[src/rtl/tlp_tx_pkg.sv]
package tlp_tx_pkg;
  localparam int N_CLS = 3;

  typedef enum logic [1:0] {
    CLS_NP  = 2'd0,
    CLS_P   = 2'd1,
    CLS_CPL = 2'd2
  } tx_cls_e;

  localparam logic [7:0] REM_FULL = 8'h00;
  localparam logic [7:0] REM_HIGH = 8'h0F;
endpackage

[src/rtl/tlp_tx_desc_fifo.sv]
module tlp_tx_desc_fifo #(
  parameter int DEPTH = 4,
  parameter int W     = 14
) (
  input  logic         clk_i,
  input  logic         rst_ni,
  input  logic         push_i,
  input  logic [W-1:0] data_i,
  input  logic         pop_i,
  output logic [W-1:0] data_o,
  output logic         nonempty_o
);
  localparam int PTR_W = (DEPTH > 1) ? $clog2(DEPTH) : 1;
  localparam int CNT_W = $clog2(DEPTH + 1);

  logic [W-1:0]     mem_q [DEPTH];
  logic [PTR_W-1:0] wr_q, rd_q;
  logic [CNT_W-1:0] cnt_q;
  logic             do_push, do_pop;

  // full check uses the registered count, so a pop does not make room in the same cycle
  assign do_push = push_i && (cnt_q != CNT_W'(DEPTH));
  assign do_pop  = pop_i && (cnt_q != '0);

  function automatic logic [PTR_W-1:0] ptr_inc(input logic [PTR_W-1:0] p);
    return (p == PTR_W'(DEPTH - 1)) ? '0 : p + 1'b1;
  endfunction

  always_ff @(posedge clk_i) begin
    if (do_push) mem_q[wr_q] <= data_i;
  end

  always_ff @(posedge clk_i or negedge rst_ni) begin
    if (!rst_ni) begin
      wr_q  <= '0;
      rd_q  <= '0;
      cnt_q <= '0;
    end else begin
      if (do_push) wr_q <= ptr_inc(wr_q);
      if (do_pop)  rd_q <= ptr_inc(rd_q);
      case ({do_push, do_pop})
        2'b10:   cnt_q <= cnt_q + 1'b1;
        2'b01:   cnt_q <= cnt_q - 1'b1;
        default: cnt_q <= cnt_q;
      endcase
    end
  end

  assign data_o     = mem_q[rd_q];
  assign nonempty_o = (cnt_q != '0);
endmodule

[src/rtl/tlp_tx_pick.sv]
module tlp_tx_pick
  import tlp_tx_pkg::*;
(
  input  logic [N_CLS-1:0] elig_i,
  input  logic             cpl_safe_i,
  output logic             valid_o,
  output logic [1:0]       cls_o
);
  always_comb begin
    valid_o = |elig_i;
    cls_o   = CLS_NP;
    if (cpl_safe_i) begin
      if      (elig_i[CLS_CPL]) cls_o = CLS_CPL;
      else if (elig_i[CLS_P])   cls_o = CLS_P;
      else                      cls_o = CLS_NP;
    end else begin
      // completion last: it may block the link when its look-ahead room is absent
      if      (elig_i[CLS_P])   cls_o = CLS_P;
      else if (elig_i[CLS_NP])  cls_o = CLS_NP;
      else                      cls_o = CLS_CPL;
    end
  end
endmodule

[src/rtl/tlp_tx_framer.sv]
module tlp_tx_framer
  import tlp_tx_pkg::*;
#(
  parameter int LEN_W  = 6,
  parameter int BEAT_W = 4,
  parameter int TAG_W  = 8,
  parameter int DROP_W = 8
) (
  input  logic              clk_i,
  input  logic              rst_ni,
  input  logic              pick_valid_i,
  input  logic [1:0]        pick_cls_i,
  input  logic [LEN_W-1:0]  head_len_i,
  input  logic [TAG_W-1:0]  head_tag_i,
  input  logic              abort_i,
  input  logic              dst_rdy_n_i,
  output logic              launch_o,
  output logic              busy_o,
  output logic              sof_n_o,
  output logic              eof_n_o,
  output logic              dsc_n_o,
  output logic [7:0]        rem_n_o,
  output logic [1:0]        cls_o,
  output logic [TAG_W-1:0]  tag_o,
  output logic [BEAT_W-1:0] beat_o,
  output logic [DROP_W-1:0] drop_cnt_o
);
  logic              busy_q;
  logic [1:0]        cls_q;
  logic [LEN_W-1:0]  len_q;
  logic [TAG_W-1:0]  tag_q;
  logic [BEAT_W-1:0] beat_q;
  logic [DROP_W-1:0] drop_q;
  logic first_beat, last_beat, dsc, xfer, done;

  always_comb begin
    first_beat = (beat_q == '0);
    // beat b covers words 2b and 2b+1
    last_beat  = ((LEN_W'(beat_q) << 1) + LEN_W'(2)) >= len_q;
    dsc        = busy_q && abort_i && !first_beat;
    xfer       = busy_q && !dst_rdy_n_i && !dsc;
    done       = dsc || (xfer && last_beat);
    launch_o   = pick_valid_i && (!busy_q || done);
  end

  always_ff @(posedge clk_i or negedge rst_ni) begin
    if (!rst_ni) begin
      busy_q <= 1'b0;
      cls_q  <= CLS_NP;
      len_q  <= '0;
      tag_q  <= '0;
      beat_q <= '0;
      drop_q <= '0;
    end else begin
      if (launch_o) begin
        busy_q <= 1'b1;
        cls_q  <= pick_cls_i;
        len_q  <= head_len_i;
        tag_q  <= head_tag_i;
        beat_q <= '0;
      end else if (done) begin
        busy_q <= 1'b0;
        beat_q <= '0;
      end else if (xfer) begin
        beat_q <= beat_q + 1'b1;
      end
      if (dsc) drop_q <= drop_q + 1'b1;
    end
  end

  assign busy_o     = busy_q;
  assign sof_n_o    = !(busy_q && first_beat);
  assign eof_n_o    = !(busy_q && last_beat);
  assign dsc_n_o    = !dsc;
  assign rem_n_o    = (busy_q && last_beat && len_q[0]) ? REM_HIGH : REM_FULL;
  assign cls_o      = cls_q;
  assign tag_o      = tag_q;
  assign beat_o     = beat_q;
  assign drop_cnt_o = drop_q;
endmodule

[src/rtl/tlp_tx_src.sv]
module tlp_tx_src
  import tlp_tx_pkg::*;
#(
  parameter int MAX_DW  = 32,
  parameter int Q_DEPTH = 4,
  parameter int TAG_W   = 8,
  parameter int DROP_W  = 8,
  localparam int LEN_W  = $clog2(MAX_DW + 1),
  localparam int BEAT_W = $clog2(MAX_DW / 2)
) (
  input  logic              clk_i,
  input  logic              rst_ni,
  input  logic              push_i,
  input  logic [1:0]        push_cls_i,
  input  logic [LEN_W-1:0]  push_len_i,
  input  logic [TAG_W-1:0]  push_tag_i,
  input  logic [3:0]        buf_av_i,
  input  logic              abort_i,
  input  logic              dst_rdy_n_i,
  output logic [63:0]       td_o,
  output logic              sof_n_o,
  output logic              eof_n_o,
  output logic              src_rdy_n_o,
  output logic              src_dsc_n_o,
  output logic [7:0]        rem_n_o,
  output logic [1:0]        pl_cls_o,
  output logic [TAG_W-1:0]  pl_tag_o,
  output logic [BEAT_W-1:0] pl_beat_o,
  input  logic [63:0]       pl_data_i,
  output logic [DROP_W-1:0] drop_cnt_o
);
  localparam int DESC_W = TAG_W + LEN_W;

  logic [DESC_W-1:0] head_d [N_CLS];
  logic [DESC_W-1:0] head_sel;
  logic [N_CLS-1:0]  nonempty, elig;
  logic              pick_valid, launch, busy;
  logic [1:0]        pick_cls;

  for (genvar c = 0; c < N_CLS; c++) begin : g_q
    tlp_tx_desc_fifo #(.DEPTH(Q_DEPTH), .W(DESC_W)) u_fifo (
      .clk_i      (clk_i),
      .rst_ni     (rst_ni),
      .push_i     (push_i && (push_cls_i == 2'(c))),
      .data_i     ({push_tag_i, push_len_i}),
      .pop_i      (launch && (pick_cls == 2'(c))),
      .data_o     (head_d[c]),
      .nonempty_o (nonempty[c])
    );
    assign elig[c] = nonempty[c] && buf_av_i[c];
  end

  tlp_tx_pick u_pick (
    .elig_i     (elig),
    .cpl_safe_i (buf_av_i[3]),
    .valid_o    (pick_valid),
    .cls_o      (pick_cls)
  );

  always_comb begin
    case (pick_cls)
      CLS_P:   head_sel = head_d[CLS_P];
      CLS_CPL: head_sel = head_d[CLS_CPL];
      default: head_sel = head_d[CLS_NP];
    endcase
  end

  tlp_tx_framer #(
    .LEN_W (LEN_W), .BEAT_W(BEAT_W), .TAG_W(TAG_W), .DROP_W(DROP_W)
  ) u_framer (
    .clk_i        (clk_i),
    .rst_ni       (rst_ni),
    .pick_valid_i (pick_valid),
    .pick_cls_i   (pick_cls),
    .head_len_i   (head_sel[LEN_W-1:0]),
    .head_tag_i   (head_sel[DESC_W-1:LEN_W]),
    .abort_i      (abort_i),
    .dst_rdy_n_i  (dst_rdy_n_i),
    .launch_o     (launch),
    .busy_o       (busy),
    .sof_n_o      (sof_n_o),
    .eof_n_o      (eof_n_o),
    .dsc_n_o      (src_dsc_n_o),
    .rem_n_o      (rem_n_o),
    .cls_o        (pl_cls_o),
    .tag_o        (pl_tag_o),
    .beat_o       (pl_beat_o),
    .drop_cnt_o   (drop_cnt_o)
  );

  assign src_rdy_n_o = !busy;
  assign td_o        = pl_data_i;
endmodule

[config.mk]
export PLATFORM = sky130hd
export DESIGN_NAME = tlp_tx_src
export DESIGN_NICKNAME = d
export VERILOG_FILES = /design/src/rtl/tlp_tx_pkg.sv /design/src/rtl/tlp_tx_desc_fifo.sv /design/src/rtl/tlp_tx_pick.sv /design/src/rtl/tlp_tx_framer.sv /design/src/rtl/tlp_tx_src.sv
export SDC_FILE = /design/constraint.sdc
export NUM_CORES = 1
export LEC_CHECK = 0
export BUFFER_PORTS_ARGS = -buffer_cell sky130_fd_sc_hd__buf_4
export CORE_AREA = 3 3 140 142
export CTS_BUF_LIST = sky130_fd_sc_hd__clkbuf_4
export DETAILED_ROUTE_END_ITERATION = 6
export DIE_AREA = 0 0 143 145
export PLACE_DENSITY = 0.78
export SETUP_SLACK_MARGIN = 0.5
export SYNTH_ARGS = -nofsm -noshare
export SYNTH_HDL_FRONTEND = slang
export SYNTH_SLANG_ARGS = --single-unit
[constraint.sdc]
create_clock -name clk_i -period 3 [get_ports clk_i]
set_clock_uncertainty 0.2 [all_clocks]
set_input_delay 0.3 -clock clk_i [delete_from_list [all_inputs] [get_ports clk_i]]
set_output_delay 0.3 -clock clk_i [all_outputs]
set_load 0.005 [all_outputs]
==> results.sh, run 1 <==
export IMPL_synth_area_leaders="edfxtp_1 (52%), dfrtp_1 (13%), mux4_2 (9.8%), buf_4 (5.5%), ha_1 (3.8%)"
export IMPL_reg2reg_depth=14
export IMPL_yosysTopAreaCellShare=0.525
export IMPL_fin_util=0.604
export IMPL_grt_antenna_before_repair=1
export IMPL_finalCritPeriodShare=1.05
export IMPL_fp_coreArea_mm2=0.0186
export IMPL_drive_above_1_share=0.356
export IMPL_final_cell_mix="edfxtp_1 (168), buf_4 (96), clkbuf_4 (69)"
export IMPL_initial_utilization=0.517
export IMPL_gp_congestion=0.820
export IMPL_ys_types=40
export IMPL_finalSetupViolations=11
export IMPL_grt_pass1_vias=5647
export IMPL_critPathKind="reg2reg"
export IMPL_dieArea_mm2=0.0207
export IMPL_chipHeight_um=145
export IMPL_root_buffer="clkbuf_4"
export IMPL_r2r_slack_ns=-0.15
export IMPL_drtIter0Drc=449
export IMPL_hpwlAfterDp_um=12700
export IMPL_ys_seq_area_frac=0.655
export IMPL_worstMarginPinSlew_ns=0.743
export IMPL_h_tree_depth=2
export IMPL_grt_pass1_wl_um=30300
export IMPL_antenna_left=0
export IMPL_period_needed_ns=3.15
export IMPL_vias=5330
export IMPL_worstPathArrival_ns=3.50
export IMPL_die_w_um=143
export IMPL_reg2reg_to="g_q[1].u_fifo.cnt_q[2]$_DFFE_PN0P_"
export IMPL_final_common_cell="edfxtp_1"
export IMPL_drv_slew=0
export IMPL_power_leakage_nw=4.25
export IMPL_io_pins=187
export IMPL_area_growth_pct=16.8
export IMPL_clkSinkCount=218
export IMPL_wl_per_cell_um=19.5
export IMPL_tritoncts="yes"
export IMPL_ys_warn_count=0
export IMPL_max_cap_violations=0
export IMPL_synth_cells=613
export IMPL_place_inst=840
export IMPL_avgSynthCellArea_um2=15.7
export IMPL_grt_setup_unrepaired="yes"
export IMPL_reg2reg_from="u_framer.beat_o[1]$_DFFE_PN0P_"
export IMPL_violations="setup timing"
export IMPL_power_density_mw_per_mm2=891
export IMPL_ys_ff_latch=218
export IMPL_min_delay_path_class="in2async"
export IMPL_viasPerCell=5.41
export IMPL_nNetsFinal=832
export IMPL_maxSlewHeadroom=0.505
export IMPL_gr_usage_all_layers=0.188
export IMPL_wirelength_um=19200
export IMPL_clock_latency_ns=0.65
export IMPL_timing_final_ws_setup_ns=-0.152
export IMPL_remaining_drc_errors=0
export IMPL_crit_fanout=5
export IMPL_peakVddDrop_mv=0.359
export IMPL_std_cell_rows=50
export IMPL_outcome="complete, but fails checks"
export IMPL_drtPass1Iterations=5
export IMPL_fin_cells=985
export IMPL_clockBufferDepth=3
export IMPL_grt_max_degree=51
export IMPL_globalRoute_totalOverflow=0
export IMPL_start_kind="flip-flop"
export IMPL_yosys_area_top_type="edfxtp_1"
export IMPL_netlist_area_mm2=0.00961
export IMPL_hold_viol_final=0
export IMPL_numCtsBuffers=53
export IMPL_clk_pin_slew_ns=0.07
export IMPL_required_ns=3.35
export IMPL_cp_end_kind="flip-flop"
export IMPL_fin_hold_ws_ns=0.0230
export IMPL_fmax_mhz=317
export IMPL_numPortBuffers=54
[synth_stat cells, drive strengths merged]
master,number
a21o,1
dfrtp,50
a21oi,5
o32ai,1
o21ai,41
o31ai,7
a31oi,2
nand2b,2
xor2,9
edfxtp,168
buf,81
nand3,1
nand4,5
nand2,47
fa,3
nor3,1
xnor2,12
and3,3
clkbuf,7
conb,1
nor3b,1
a311oi,1
inv,32
o22ai,1
mux4,42
o31a,1
nor2,17
and2,12
o221ai,1
ha,29
nand3b,2
a211oi,2
a22oi,14
or3,3
mux2,6
or3b,2
[power breakdown]
group / switching, mW / total (mW) / internal [mW]
logic: 1.76 / 3.69 / 1.93
clock network: 1.13 / 2.21 / 1.08
registers: 0.409 / 4.10 / 3.69
[metal layers]
| layer | part of all wire | vias up | GRT usage |
|---|---|---|---|
| li1 | - | 2433 | - |
| met1 | 0.38 | 2591 | 0.238 |
| met2 | 0.51 | 237 | 0.304 |
| met3 | 0.079 | 69 | 0.0491 |
| met4 | 0.030 | 0 | 0.0851 |
| met5 | 0 | - | 0 |
[flip-flops by register name, indices dropped and copies added (netlist names)]
name and count:
g_q.u_fifo.cnt_q 9, g_q.u_fifo.mem_q 168, g_q.u_fifo.rd_q 6, g_q.u_fifo.wr_q 6
u_framer.beat_o 4, u_framer.busy_o 1, u_framer.cls_o 2, u_framer.drop_cnt_o 8
u_framer.len_q 6, u_framer.tag_o 8
[repair_timing]
action | CTS | global route
hold buffers | 26 | 0
endpoints found under the hold margin | 237 | 0
endpoints found under the setup margin | 39 | 45
pin swaps | 18 | 17
resized for setup | 18 | 24
cloned | 0 | 2
buffers inserted | 13 | 9
[logic make-up (layout without fill, tap and decap cells)]
kind of cell    count (synthesis)  count (layout)  synth area share
flops                         218             218             0.655
buf+inv                       120             254            0.0759
simple gates                   96              96            0.0478
compound gates                 77              77            0.0526
mux                            48              48             0.105
fa+ha+maj                      32              32            0.0440
xor+xnor                       21              21            0.0191
other cells                     1               5          0.000390
[how the worst max path moves through the flow]
stage,start,end,slack (ns),depth (start not counted)
2_1_floorplan,u_framer.beat_o[0]$_DFFE_PN0P_,g_q[0].u_fifo.cnt_q[2]$_DFFE_PN0P_,0.03,13
3_3_place_gp,u_framer.beat_o[1]$_DFFE_PN0P_,g_q[2].u_fifo.cnt_q[2]$_DFFE_PN0P_,-0.005,13
3_5_place_dp,u_framer.beat_o[1]$_DFFE_PN0P_,g_q[1].u_fifo.cnt_q[2]$_DFFE_PN0P_,-0.16,13
4_1_cts,u_framer.beat_o[0]$_DFFE_PN0P_,g_q[1].u_fifo.cnt_q[2]$_DFFE_PN0P_,-0.18,13
5_1_grt,u_framer.beat_o[1]$_DFFE_PN0P_,g_q[1].u_fifo.cnt_q[2]$_DFFE_PN0P_,-0.33,14
6_report,u_framer.beat_o[1]$_DFFE_PN0P_,g_q[1].u_fifo.cnt_q[2]$_DFFE_PN0P_,-0.15,14
[stage by stage]
stage	power (mW)	worst slack [ns]	TNS (ns)	instance area, um2
4_1_cts	9.69	-0.181	-1.13	11000
2_1_floorplan	6.20	0.0274	0	9680
3_3_place_gp	7.00	-0.00451	-0.00451	9950
3_5_place_dp	7.17	-0.158	-0.564	9950
5_1_grt	10.7	-0.329	-2.61	11200
6_report	10.0	-0.152	-1.01	11200
[final cells by class]
cell class / instances / area [um2]
timing repair buffer: 128 / 1090
clock inverter: 25 / 106
antenna: 1 / 2.50
tap: 234 / 293
clock buffer: 69 / 518
inverter: 32 / 120
multi-input combinational: 278 / 2790
sequential: 218 / 6300
fill: 1316 / 7350
[critical path: stages, from the launching register on]
cell and delay [ns]:
dfrtp_2 0.44, ha_4 0.18, and3_4 0.18, ha_4 0.28, nand4_1 0.14, a211oi_2 0.28, o32ai_4 0.13, buf_12 0.16
nor2_4 0.10, ha_4 0.15, inv_2 0.04, fa_2 0.33, xor2_1 0.15, nor2_1 0.14, xor2_1 0.16
No activity file was read; power rests on OpenSTA's default activity.
==> run 2: changes to the inputs <==
--- a/config.mk
+++ b/config.mk
@@ -5,11 +5,11 @@
 export SDC_FILE = /design/constraint.sdc
 export NUM_CORES = 1
 export LEC_CHECK = 0
-export BUFFER_PORTS_ARGS = -buffer_cell sky130_fd_sc_hd__buf_4
-export CORE_AREA = 3 3 140 142
+export BUFFER_PORTS_ARGS = -buffer_cell sky130_fd_sc_hd__buf_2
+export CORE_AREA = 2 2 139 141
 export CTS_BUF_LIST = sky130_fd_sc_hd__clkbuf_4
 export DETAILED_ROUTE_END_ITERATION = 6
-export DIE_AREA = 0 0 143 145
+export DIE_AREA = 0 0 141 143
 export PLACE_DENSITY = 0.78
 export SETUP_SLACK_MARGIN = 0.5
 export SYNTH_ARGS = -nofsm -noshare
==> results.sh, run 2 (synthesis gave the netlist of run 1 again) <==
export IMPL_outcome="complete, but fails checks"
export IMPL_violations="setup timing"
export IMPL_cp_num_cells=13
export IMPL_drive_above_1_share=0.400
export IMPL_reg2reg_from="u_framer.beat_o[0]$_DFFE_PN0P_"
export IMPL_grt_antenna_before_repair=1
export IMPL_timing_final_ws_setup_ns=-0.221
export IMPL_crit_top_cell="ha_4"
export IMPL_slowest_stage="dfrtp_2"
export IMPL_antenna_left=0
export IMPL_required_ns=3.39
export IMPL_fin_cells=987
export IMPL_dpl_cell_area_mm2=0.00982
export IMPL_fp_coreArea_mm2=0.0186
export IMPL_numCtsBuffers=53
export IMPL_largest_registers="g_q.u_fifo.mem_q x168, g_q.u_fifo.cnt_q x9"
export IMPL_place_inst=841
export IMPL_root_buffer="clkbuf_4"
export IMPL_wirelength_um=21000
export IMPL_final_common_cell="edfxtp_1"
export IMPL_dieArea_mm2=0.0202
export IMPL_cp_end_kind="flip-flop"
export IMPL_fin_area_mm2=0.0114
export IMPL_chipHeight_um=143
export IMPL_fillers=1286
export IMPL_finalSetupViolations=13
export IMPL_power_mw=10.6
export IMPL_peakVddDrop_mv=0.431
export IMPL_largest_reg_flops=168
export IMPL_viasPerCell=5.49
export IMPL_worstMarginPinSlew_ns=0.813
export IMPL_wl_per_cell_um=21.3
export IMPL_h_tree_depth=2
export IMPL_reg2reg_depth=13
export IMPL_min_delay_path_class="in2reg"
export IMPL_max_cap_violations=0
export IMPL_drtPass1Iterations=4
export IMPL_crit_end="g_q[0].u_fifo.cnt_q[2]$_DFFE_PN0P_"
export IMPL_power_leakage_nw=4.33
export IMPL_grt_setup_unrepaired="yes"
export IMPL_clockBufferDepth=3
export IMPL_maxSlewHeadroom=0.458
export IMPL_cp_top_family="adder cells"
export IMPL_path_buf_inv=1
export IMPL_reg2reg_to="g_q[0].u_fifo.cnt_q[2]$_DFFE_PN0P_"
export IMPL_clk_pin_slew_ns=0.07
export IMPL_worstPathCellList="ha_4, and3_4, ha_4, nand4_1, a211oi_4, o32ai_4, nor2_2, ha_4, inv_2, fa_2, xor2_1, nor2_1, xor2_1"
export IMPL_remaining_drc_errors=0
export IMPL_grt_max_degree=29
export IMPL_multi_input_comb_area_mm2=0.00293
export IMPL_grt_pass1_vias=5589
export IMPL_fin_hold_ws_ns=0.103
export IMPL_std_cell_rows=50
export IMPL_gp_congestion=0.865
export IMPL_hold_viol_final=0
export IMPL_power_density_mw_per_mm2=928
export IMPL_slowest_delay_ns=0.45
export IMPL_grt_pass1_wl_um=31600
export IMPL_vias=5422
export IMPL_largest_register="g_q.u_fifo.mem_q"
export IMPL_nNetsFinal=837
export IMPL_crit_fanout=4
export IMPL_area_growth_pct=18.2
export IMPL_period_needed_ns=3.22
export IMPL_hpwlAfterDp_um=13900
export IMPL_finalCritPeriodShare=1.07
export IMPL_worstPathArrival_ns=3.61
export IMPL_startpoint="u_framer.beat_o[0]$_DFFE_PN0P_"
export IMPL_fmax_mhz=310
export IMPL_io_pins=187
export IMPL_final_cell_mix="edfxtp_1 (168), clkbuf_4 (76), buf_2 (53)"
export IMPL_start_kind="flip-flop"
export IMPL_seqCellArea_mm2=0.00630
export IMPL_initial_utilization=0.517
export IMPL_r2r_slack_ns=-0.22
export IMPL_drv_slew=0
export IMPL_numPortBuffers=54
export IMPL_clock_latency_ns=0.66
export IMPL_gr_usage_all_layers=0.208
export IMPL_die_w_um=141
export IMPL_clkSinkCount=218
export IMPL_globalRoute_totalOverflow=0
export IMPL_tritoncts="yes"
export IMPL_drtIter0Drc=344
export IMPL_finalSetupTns_ns=-1.66
export IMPL_critPathKind="reg2reg"
## run 2: cell types whose count changed in the layout (fill, tap and decap cells not counted), moves of 9 or more
| cell | change |
|---|---|
| buf_2 | +53 |
| buf_4 | -63 |
| buf_6 | +12 |
| clkinv_1 | -9 |
| nand2_1 | -14 |
| nand2_2 | +11 |
| o21ai_0 | -13 |
## run 2: per-layer routing
metal	track usage	share of wire
met5	0	0
met4	0.0789	0.025
met3	0.0634	0.079
met2	0.371	0.53
met1	0.236	0.37
## run 2: repair_timing
action / CTS / global route
endpoints found under the setup margin: 36 / 88
setup buffers: 16 / 7
gates cloned: 3 / 0
resized for setup: 84 / 22
hold buffers: 28 / 0
endpoints found under the hold margin: 214 / 0
pin swaps: 23 / 7
## run 2: through the flow
| step | util | worst slack [ns] |
|---|---|---|
| final | 0.612 | -0.221 |
| after global routing | 0.612 | -0.324 |
| after CTS | 0.602 | -0.139 |
| after detailed placement | 0.529 | -0.112 |
| after global placement | 0.529 | -0.00343 |
| after floorplan | - | 0.0274 |
## run 2: power breakdown
group          internal, mW  leakage [nW]  switching (mW)
Sequential             3.69          2.14           0.437
Combinational          2.16          1.81            1.96
Clock                  1.16         0.383            1.13
Total                  7.01          4.33            3.54
## run 2: worst min path at each step
stage	cells after the start	slack, ns	to	from
floorplan	0	-0.20	g_q[0].u_fifo.cnt_q[0]$_DFFE_PN0P_	rst_ni
global placement	1	0.17	u_framer.tag_o[3]$_DFFE_PN0N_	rst_ni
detailed placement	1	0.18	u_framer.tag_o[3]$_DFFE_PN0N_	rst_ni
CTS	4	0.01	u_framer.busy_o$_DFFE_PN0P_	buf_av_i[2]
global route	4	0.08	u_framer.busy_o$_DFFE_PN0P_	buf_av_i[2]
finish	4	0.10	u_framer.busy_o$_DFFE_PN0P_	buf_av_i[2]
## run 2: layout make-up
cell class	count	share of cell area
tap	234	0.0258
clock buffer	76	0.0502
multi-input combinational	278	0.258
antenna	1	0.000220
inverter	32	0.0110
sequential	218	0.554
clock inverter	15	0.00595
timing repair buffer	133	0.0947
## run 2: worst reg2reg max path, cell delays in order, from the launching register on
cell      delay [ns]
dfrtp_2         0.45
ha_4            0.19
and3_4          0.19
ha_4            0.28
nand4_1         0.18
a211oi_4        0.32
o32ai_4         0.17
nor2_2          0.20
ha_4            0.17
inv_2           0.04
fa_2            0.34
xor2_1          0.15
nor2_1          0.11
xor2_1          0.15
